File: src/rtl/vt_pkg.sv
package vt_pkg;

    typedef enum logic [0:0] {
        SW_IDLE = 1'b0,
        SW_RUN  = 1'b1
    } sweep_state_e;

endpackage

File: src/rtl/vt_chunk_seq.sv
module vt_chunk_seq #(
    parameter int CHUNK_W = 8
) (
    input  logic               clk,
    input  logic               rst_n,
    input  logic               chunk_valid,
    input  logic [CHUNK_W-1:0] chunk_id,
    input  logic               busy,
    output logic               sweep_start,
    output logic [CHUNK_W-1:0] last_id,
    output logic               have_id
);

    logic [CHUNK_W-1:0] last_q;
    logic               have_q;
    logic [CHUNK_W-1:0] succ_id;
    logic               accept;

    assign accept  = chunk_valid && !busy;
    assign succ_id = last_q + 1'b1;

    always_ff @(posedge clk) begin
        if (!rst_n) begin
            last_q <= '0;
            have_q <= 1'b0;
        end else if (accept) begin
            last_q <= chunk_id;
            have_q <= 1'b1;
        end
    end

    // a jump in either direction, or a repeat, means chunks were skipped
    assign sweep_start = accept && have_q && (chunk_id != succ_id);
    assign last_id     = last_q;
    assign have_id     = have_q;

endmodule

File: src/rtl/vt_sweep_fsm.sv
module vt_sweep_fsm
    import vt_pkg::*;
#(
    parameter int SETS  = 16,
    parameter int IDX_W = $clog2(SETS)
) (
    input  logic             clk,
    input  logic             rst_n,
    input  logic             start,
    output logic             busy,
    output logic             sweep_en,
    output logic [IDX_W-1:0] sweep_set
);

    localparam logic [IDX_W-1:0] LAST_SET = IDX_W'(SETS - 1);

    sweep_state_e     state_q, state_d;
    logic [IDX_W-1:0] idx_q, idx_d;

    always_ff @(posedge clk) begin
        if (!rst_n) begin
            state_q <= SW_IDLE;
            idx_q   <= '0;
        end else begin
            state_q <= state_d;
            idx_q   <= idx_d;
        end
    end

    always_comb begin
        state_d = state_q;
        idx_d   = idx_q;
        unique case (state_q)
            SW_IDLE: begin
                if (start) begin          // GO_SWEEP
                    state_d = SW_RUN;
                    idx_d   = '0;
                end
            end
            SW_RUN: begin
                if (idx_q == LAST_SET) begin   // SWEEP_DONE
                    state_d = SW_IDLE;
                    idx_d   = '0;
                end else begin
                    idx_d = idx_q + 1'b1;
                end
            end
            default: begin
                state_d = SW_IDLE;
                idx_d   = '0;
            end
        endcase
    end

    always_comb begin
        busy      = (state_q == SW_RUN);
        sweep_en  = (state_q == SW_RUN);
        sweep_set = idx_q;
    end

endmodule

File: src/rtl/vt_line_array.sv
module vt_line_array #(
    parameter int SETS  = 16,
    parameter int WAYS  = 2,
    parameter int TAG_W = 23,
    parameter int IDX_W = $clog2(SETS),
    parameter int WAY_W = $clog2(WAYS)
) (
    input  logic                        clk,
    input  logic                        rst_n,
    input  logic                        qinv_en,
    input  logic [IDX_W-1:0]            qinv_set,
    input  logic [TAG_W-1:0]            qinv_tag,
    input  logic                        fill_en,
    input  logic [IDX_W-1:0]            fill_set,
    input  logic [WAY_W-1:0]            fill_way,
    input  logic [TAG_W-1:0]            fill_tag,
    input  logic                        fill_vol,
    input  logic                        sweep_en,
    input  logic [IDX_W-1:0]            sweep_set,
    input  logic [IDX_W-1:0]            rd_set,
    output logic [WAYS-1:0]             rd_valid,
    output logic [WAYS-1:0]             rd_vol,
    output logic [WAYS-1:0][TAG_W-1:0]  rd_tag
);

    for (genvar w = 0; w < WAYS; w++) begin : g_way
        logic [SETS-1:0]  valid_q;
        logic [SETS-1:0]  vol_q;
        logic [TAG_W-1:0] tag_q [SETS];
        logic             fill_here;

        assign fill_here = fill_en && (fill_way == WAY_W'(w));

        always_ff @(posedge clk) begin
            if (!rst_n) begin
                for (int s = 0; s < SETS; s++) begin
                    valid_q[s] <= 1'b0;
                    vol_q[s]   <= 1'b0;
                    tag_q[s]   <= '0;
                end
            end else begin
                for (int s = 0; s < SETS; s++) begin
                    if (sweep_en && (sweep_set == IDX_W'(s)) && vol_q[s]) begin
                        valid_q[s] <= 1'b0;
                        vol_q[s]   <= 1'b0;
                    end else if (qinv_en && (qinv_set == IDX_W'(s)) &&
                                 valid_q[s] && (tag_q[s] == qinv_tag)) begin
                        vol_q[s] <= 1'b1;
                    end
                    // a fill replaces whatever the hint saw in this way
                    if (fill_here && (fill_set == IDX_W'(s))) begin
                        valid_q[s] <= 1'b1;
                        vol_q[s]   <= fill_vol;
                        tag_q[s]   <= fill_tag;
                    end
                end
            end
        end

        assign rd_valid[w] = valid_q[rd_set];
        assign rd_vol[w]   = vol_q[rd_set];
        assign rd_tag[w]   = tag_q[rd_set];
    end

endmodule

File: src/rtl/vt_volatile_tracker.sv
module vt_volatile_tracker #(
    parameter int ADDR_W     = 32,
    parameter int LINE_BYTES = 32,
    parameter int SETS       = 16,
    parameter int WAYS       = 2,
    parameter int CHUNK_W    = 8,
    parameter int WAY_W      = $clog2(WAYS)
) (
    input  logic               clk,
    input  logic               rst_n,
    input  logic               qinv_valid,
    input  logic [ADDR_W-1:0]  qinv_addr,
    input  logic               fill_valid,
    input  logic [ADDR_W-1:0]  fill_addr,
    input  logic [WAY_W-1:0]   fill_way,
    input  logic               fill_future,
    output logic               fill_ready,
    input  logic               chunk_valid,
    input  logic [CHUNK_W-1:0] chunk_id,
    output logic               sweep_busy,
    input  logic [ADDR_W-1:0]  probe_addr,
    output logic [WAYS-1:0]    probe_valid,
    output logic [WAYS-1:0]    probe_vol,
    output logic               probe_hit,
    output logic [WAY_W-1:0]   probe_hit_way
);

    localparam int OFF_W = $clog2(LINE_BYTES);
    localparam int IDX_W = $clog2(SETS);
    localparam int TAG_W = ADDR_W - IDX_W - OFF_W;

    logic [IDX_W-1:0]           qinv_set, fill_set, probe_set, sweep_set;
    logic [TAG_W-1:0]           qinv_tag, fill_tag, probe_tag;
    logic [WAYS-1:0][TAG_W-1:0] rd_tag;
    logic                       sweep_en, sweep_start, busy;
    logic [CHUNK_W-1:0]         chunk_last;
    logic                       chunk_have;
    logic                       unused_offsets;

    assign qinv_set  = qinv_addr[OFF_W +: IDX_W];
    assign qinv_tag  = qinv_addr[ADDR_W-1 -: TAG_W];
    assign fill_set  = fill_addr[OFF_W +: IDX_W];
    assign fill_tag  = fill_addr[ADDR_W-1 -: TAG_W];
    assign probe_set = probe_addr[OFF_W +: IDX_W];
    assign probe_tag = probe_addr[ADDR_W-1 -: TAG_W];
    assign unused_offsets = ^{qinv_addr[OFF_W-1:0], fill_addr[OFF_W-1:0],
                              probe_addr[OFF_W-1:0]};

    vt_chunk_seq #(.CHUNK_W(CHUNK_W)) u_chunk (
        .clk        (clk),
        .rst_n      (rst_n),
        .chunk_valid(chunk_valid),
        .chunk_id   (chunk_id),
        .busy       (busy),
        .sweep_start(sweep_start),
        .last_id    (chunk_last),
        .have_id    (chunk_have)
    );

    vt_sweep_fsm #(.SETS(SETS), .IDX_W(IDX_W)) u_sweep (
        .clk      (clk),
        .rst_n    (rst_n),
        .start    (sweep_start),
        .busy     (busy),
        .sweep_en (sweep_en),
        .sweep_set(sweep_set)
    );

    vt_line_array #(
        .SETS (SETS),
        .WAYS (WAYS),
        .TAG_W(TAG_W),
        .IDX_W(IDX_W),
        .WAY_W(WAY_W)
    ) u_array (
        .clk      (clk),
        .rst_n    (rst_n),
        .qinv_en  (qinv_valid),
        .qinv_set (qinv_set),
        .qinv_tag (qinv_tag),
        .fill_en  (fill_valid && !busy),
        .fill_set (fill_set),
        .fill_way (fill_way),
        .fill_tag (fill_tag),
        .fill_vol (fill_future),
        .sweep_en (sweep_en),
        .sweep_set(sweep_set),
        .rd_set   (probe_set),
        .rd_valid (probe_valid),
        .rd_vol   (probe_vol),
        .rd_tag   (rd_tag)
    );

    always_comb begin
        probe_hit     = 1'b0;
        probe_hit_way = '0;
        for (int w = WAYS - 1; w >= 0; w--) begin
            if (probe_valid[w] && (rd_tag[w] == probe_tag)) begin
                probe_hit     = 1'b1;
                probe_hit_way = WAY_W'(w);
            end
        end
    end

    assign sweep_busy = busy;
    assign fill_ready = !busy;

endmodule

File: config.mk
export PLATFORM = sky130hd
export DESIGN_NAME = vt_volatile_tracker
export DESIGN_NICKNAME = d
export VERILOG_FILES = /design/src/rtl/vt_pkg.sv /design/src/rtl/vt_chunk_seq.sv /design/src/rtl/vt_sweep_fsm.sv /design/src/rtl/vt_line_array.sv /design/src/rtl/vt_volatile_tracker.sv
export SDC_FILE = /design/constraint.sdc
export NUM_CORES = 2
export LEC_CHECK = 0
export ABC_AREA = 1
export BUFFER_PORTS_ARGS = -buffer_cell sky130_fd_sc_hd__buf_2
export CORE_MARGIN = 2
export CORE_UTILIZATION = 40
export CTS_CLUSTER_SIZE = 8
export DETAILED_ROUTE_END_ITERATION = 16
export SLEW_MARGIN = 20
export SYNTH_ARGS = -nofsm -noshare
export SYNTH_HDL_FRONTEND = slang
export SYNTH_SLANG_ARGS = --single-unit
export TNS_END_PERCENT = 30
File: constraint.sdc
create_clock -name clk -period 6.6 [get_ports clk]
set_clock_uncertainty 0.15 [all_clocks]
set_input_delay 1.98 -clock clk [delete_from_list [all_inputs] [get_ports clk]]
set_output_delay 1.98 -clock clk [all_outputs]
set_load 0.01 [all_outputs]
## Yosys cells after proc, flatten, opt, wreduce, memory -nomap -nowiden

Memories as Yosys holds them, arrays and structs flattened.
Cells that the tools add are included.

- Register bits: 78
- RAM bits: 736
- Output and inout port bits: 8
- Word-level logic and storage cells: 730
- Memories kept: 2

- $add $sub $neg: 2
- Magnitude comparators: 1
- Eq/ne operators: 81
- Mux-type cells: 306
- Bitwise operators: 34
- Reductions and logical operators: 236

Memories:

| memory | depth | bits a word | rd ports | clocked after Yosys merged registers in | write ports | RTL line | RTL |
|---|---|---|---|---|---|---|---|
| u_array.g_way[0].tag_q | 16 | 23 | 17 | 0 | 16 | vt_line_array.sv:29 | `logic [TAG_W-1:0] tag_q [SETS];` |
| u_array.g_way[1].tag_q | 16 | 23 | 17 | 0 | 16 | vt_line_array.sv:29 |  |

Operators with widths:

| cell | count |
|---|---|
| $eq 23x23->1 | 34 |
| $mux 23 | 32 |
| $mux 1 | 266 |
| $logic_and 1x1->1 | 168 |
| $eq 4x4->1 const B | 24 |
| $reduce_bool 3->1 | 32 |
| $reduce_bool 2->1 | 32 |
| $eq 4x3->1 const B | 12 |
| $or 1x1->1 | 32 |
| $eq 4x2->1 const B | 6 |
| $bmux 1 s4 | 4 |
| $eq 4x1->1 const B | 3 |
| $logic_not 4->1 | 3 |
| $add 8x1->8 const B | 1 |
| $mux 4 | 2 |
| $ne 8x8->1 | 1 |
| $pmux 4 s2 | 1 |
| $lt 4x5->1 const B | 1 |
| $add 4x1->4 const B | 1 |
| $ne 2x2->1 const B | 1 |
| $not 1->1 | 2 |
| $pmux 1 s2 | 1 |
| $logic_not 1->1 | 1 |

## Depth between registers and ports, before layout

- Depth in word-level cells: 8
- Depth in mapped cells: 17
- Depth with buffers taken out: 15

## Hierarchy

From an unflattened synthesis, not the netlist that was laid out.

- Cells, all modules: 6178
- Area total of the unflattened synthesis: 47865.9 um^2

Modules (own cells, without submodules):

| module | times used | cells an instance | area an instance (um^2) | seq. area each (um^2) |
|---|---|---|---|---|
| vt_line_array | 1 | 5807 | 46100.5 | 23382.4 |
| vt_volatile_tracker | 1 | 232 | 903.4 | 0.0 |
| vt_chunk_seq | 1 | 106 | 621.8 | 180.2 |
| vt_sweep_fsm | 1 | 33 | 240.2 | 100.1 |

## Worst setup path after synthesis

No wires, ideal clock.

- Path type: input port to output port
- From: input probe_addr[5]
- To: output probe_hit_way
- Data arrival time: 3.425 ns
- Data required time: 4.470 ns
- Slack: 1.045 ns
- Cell stages on the path: 14
- Path buffers: 3
- Cells stage by stage: buf_6 > inv_4 > buf_6 > buf_4 > o21ai_1 > o211ai_1 > nand3_1 > nand2_1 > nand2_1 > nor2_1 > nand2_1 > nor2_1 > nand3_1 > nor2_1

- Longest elaborated chain between the ends: 5

Ends and longest elaborated chain:

| item | RTL line | RTL |
|---|---|---|
| from (decl) | vt_volatile_tracker.sv:21 | `input logic [ADDR_W-1:0] probe_addr,` |
| $bmux 1 s4 | vt_line_array.sv:60 | `assign rd_valid[w] = valid_q[rd_set];` |
| $mux 1 (implied by the code) | vt_line_array.sv:60 |  |
| via probe_valid[1] | vt_volatile_tracker.sv:22 | `output logic [WAYS-1:0] probe_valid,` |
| $logic_and 1x1->1 | vt_volatile_tracker.sv:98 | `if (probe_valid[w] && (rd_tag[w] == probe_tag)) begin` |
| $mux 1 (2 in a row) | vt_volatile_tracker.sv:98 |  |
| to (decl) | vt_volatile_tracker.sv:25 | `output logic [WAY_W-1:0] probe_hit_way` |

The timed path passes the listed nets, and every way through them passes these cells. The select of a mux whose other input is x is not followed.

## Worst setup path in the final report

- From: input probe_addr[5]
- To: output probe_hit_way

- Longest elaborated chain between the ends: 5

Ends and longest elaborated chain:

| item | RTL line |
|---|---|
| $mem_v2 16x23 / $bmux 1 s4 (equally long branches) | - |
| $eq 23x23->1 / $mux 1 (equally long branches) | vt_volatile_tracker.sv:98, vt_line_array.sv:60 |
| $logic_and 1x1->1 | vt_volatile_tracker.sv:98 |
| $mux 1 | vt_volatile_tracker.sv:98 |
| $mux 1 * | vt_volatile_tracker.sv:98 |

Every way passes the cells marked *; elsewhere a longest branch is shown, timed or not. The select of a mux whose other input is x is not followed.

==> impl_results.md <==
* Outcome: complete, but fails checks
* Violated checks: negative setup slack
* Crit start category: input port
* P_leak at 20.9 nW
* WP data required at 4470 ps
* Die Width at 345 µm
* Synth async-reset ratio at 0%
* Most frequent cells in the layout: 1266 x nand2_1, 749 x nor2_1, 736 x edfxtp_1, 553 x inv_1, 531 x nand3_1
* First-pass GRT wire length at 324000 µm
* Setup CP Type: input port to output pin
* Seq/Total Area, Yosys at 50.8%
* Synth Cell Area at 46600 µm²
* Synth cell types at 44
* Seq cells post-synth at 814
* Least-Margin Pin Slew at 1210 ps
* Clock transition at the registers of the reported paths at 50 ps
* Slew Limit Fails at 0
* Area post-placement at 49100 µm²
* Fin util at 45.6%
* Synth top area share at 47.4%
* Via density at 6.36
* Total Wirelength at 240000 µm
* Port Buffers at 103
* Hold_buf cts at 0
* Cts bufs inserted at 112
* Routed WL per cell at 32.8 µm
* Syn Area/Cell at 8.22 µm²
* Sink Count at 814
* Worst vdd ir at 0.234 mV
* Prevailing post-synth register cell: edfxtp_1
* Finished Cell Area at 52800 µm²
* Final WS setup at -3.76 ps
* Nets at 5804
* Drt drc at 0
* Non-Filler Instances at 7314
* Initial core utilization at 40.2%
* Syn nets at 5784
* Worst R2R End: u_array.g_way[1].tag_q[0][2]
* Hold Startpoint: u_chunk.have_id
* Post-synth EDFFs at 736
* Clock latency on the worst-skew pair at 750 ps
* Placed cell count at 7091
* Worst hold path depth at 2
* CTS root buf: clkbuf_16
* Final-layout fill cell count at 11400
* Initial antenna violation count at 10
* Die ar. at 119000 µm²
* CORE AREA at 116000 µm²
* Worst reg2reg path startpoint: u_sweep.busy
* Core Rows at 125
* Placer Congestion at 1.08
* Most common cell after layout, fill and taps aside: nand2_1
* Area growth from synthesis to layout at 13.3%
* Syn. warnings at 0
* Area contributors post-synth: edfxtp_1 47%, nand2_1 10%, nor2_1 6.0%, nand3_1 5.9%, inv_1 4.5%
* Hold worst-path end: u_chunk.have_id
* Internal reg-to-reg setup slack at 2850 ps
* Final setup fails at 1
* Vias in the first global route at 41800
* Cells on worst reg2reg path at 6
* Period utilisation layout at 100%
* CP max FO at 27
* Synth Instances at 5668
* CTS tree: yes
* CTS max path bufs at 3
* Hold Path Class: flip-flop to flip-flop
* Largest net degree at the start of global routing at 72
* Area leader, netlist: edfxtp_1
* DP HPWL at 160000 µm
* Power density over the cells at 262 nW/µm²
* Slew margin rel. at 18.4%
* Post-route ant nets at 0
* Tmin final at 6600 ps
* Router iterations before antenna repair at 8
* Max cap viols at 0
* Initial DRC Count at 9431
* Vias at 46500
* CP Capture Type: output pin
* Height of the die at 345 µm
* Hold Fails Final Rpt at 0
* Tot GR Track Use at 38.6%
* RSZ-0062 raised after global routing: no
* Crit path DAT at 4470 ps
* Share of post-route cells with drive strength above 1 at 8.69%
* Clock H-tree levels at 3
* Upper clock frequency limit at 0.151 GHz
* I/O pins at 119
* Grt total ovfl at 0
synth_stat cells, types with 29 or more instances:
library cell  count
dfxtp_1          78
xnor2_1          74
o2111ai_1        86
nand4_1          30
nor2_1          750
o21ai_0         191
nand3_1         549
o21ai_1          29
xor2_1          138
edfxtp_1        736
inv_1           559
or2_2            30
buf_2           145
clkbuf_1        171
a21oi_1         147
o211ai_1        116
o22ai_1         241
buf_1            48
nor4_1           33
nor3_1          110
a221oi_1         29
nand2_1        1278
repair_timing:
item | 4_1_cts | 5_1_grt
resized for setup | 0 | 35
setup buffers | 0 | 2
endpoints found under the setup margin | 0 | 2
state kept, by name, summed over array words and instances (netlist names):
signal	count
u_sweep.busy	1
u_array.g_way.tag_q	736
u_chunk.have_id	1
u_sweep.sweep_set	4
u_chunk.last_id	8
u_array.g_way.vol_q	32
u_array.g_way.valid_q	32
stage by stage:
stage | setup TNS [ps] | power (mW) | setup WS [ps] | hold WS (ps)
final | -3.76 | 13.8 | -3.76 | 314
after global routing | 0 | 14.0 | 3.41 | 356
after CTS | 0 | 13.6 | 30.0 | 312
after detailed placement | 0 | 8.11 | 39.7 | 304
after global placement | -14.6 | 8.09 | -14.6 | 298
after floorplan | 0 | 7.15 | 1040 | 286
cell type report:
| cell class | instances | area (µm²) | area share (%) |
|---|---|---|---|
| clock inverters | 6 | 81.3 | 0.154 |
| inverters | 579 | 2200 | 4.16 |
| multi-input cells | 3879 | 19100 | 36.2 |
| repair buffers | 302 | 2630 | 4.97 |
| flip-flops and latches | 814 | 23700 | 44.8 |
| diodes | 4 | 10.0 | 0.0190 |
| clock buffers | 206 | 3220 | 6.10 |
| well taps | 1524 | 1910 | 3.61 |
metal layers:
metal,wire length (µm),global-route usage (%)
met5,7,0
met4,20700,27.8
met3,37200,11.5
met2,95200,53.5
met1,86600,51.2
critical path: stages:
cell and delay [ps]:
buf_16 150, buf_16 220, o211ai_1 550, nand3_2 260
nand3_1 180, nand2_1 60, nand2_1 70, nand2_1 60
nor2_1 80, nand2_1 50, nor2_1 170, nand3_2 160
nor2_1 130, buf_4 140, buf_2 130
how the worst max path moves through the flow:
stage                  startpoint             to  slack, ps  cells past startpoint
global route        probe_addr[5]  probe_hit_way          3                     15
detailed placement  probe_addr[5]  probe_hit_way         40                     18
floorplan           probe_addr[5]  probe_hit_way       1040                     14
CTS                 probe_addr[5]  probe_hit_way         30                     18
finish              probe_addr[5]  probe_hit_way         -4                     15
global placement    probe_addr[5]  probe_hit_way        -10                     18
cell families (layout without fill, tap and decap cells):
logic type                 count (synthesis)  count (layout)  synth area share [%]
other                                      0               4                     0
DFF                                      814             814                  50.8
AOI/OAI and AO/OA                        872             872                  11.7
xor gates and xnor gates                 212             212                  3.98
buffers and inverters                    975            1093                  8.57
and+or+nand+nor                         2790            2790                  24.8
adders and majority gates                  5               5                 0.134
power by group:
part	internal, mW	leakage (nW)	total [mW]	switching (mW)
Clock	3.24	1.56	5.64	2.40
Sequential	5.88	8.20	6.05	0.176
Combinational	0.535	11.1	2.11	1.58
Note: power is estimated with default switching activity, not from simulation.
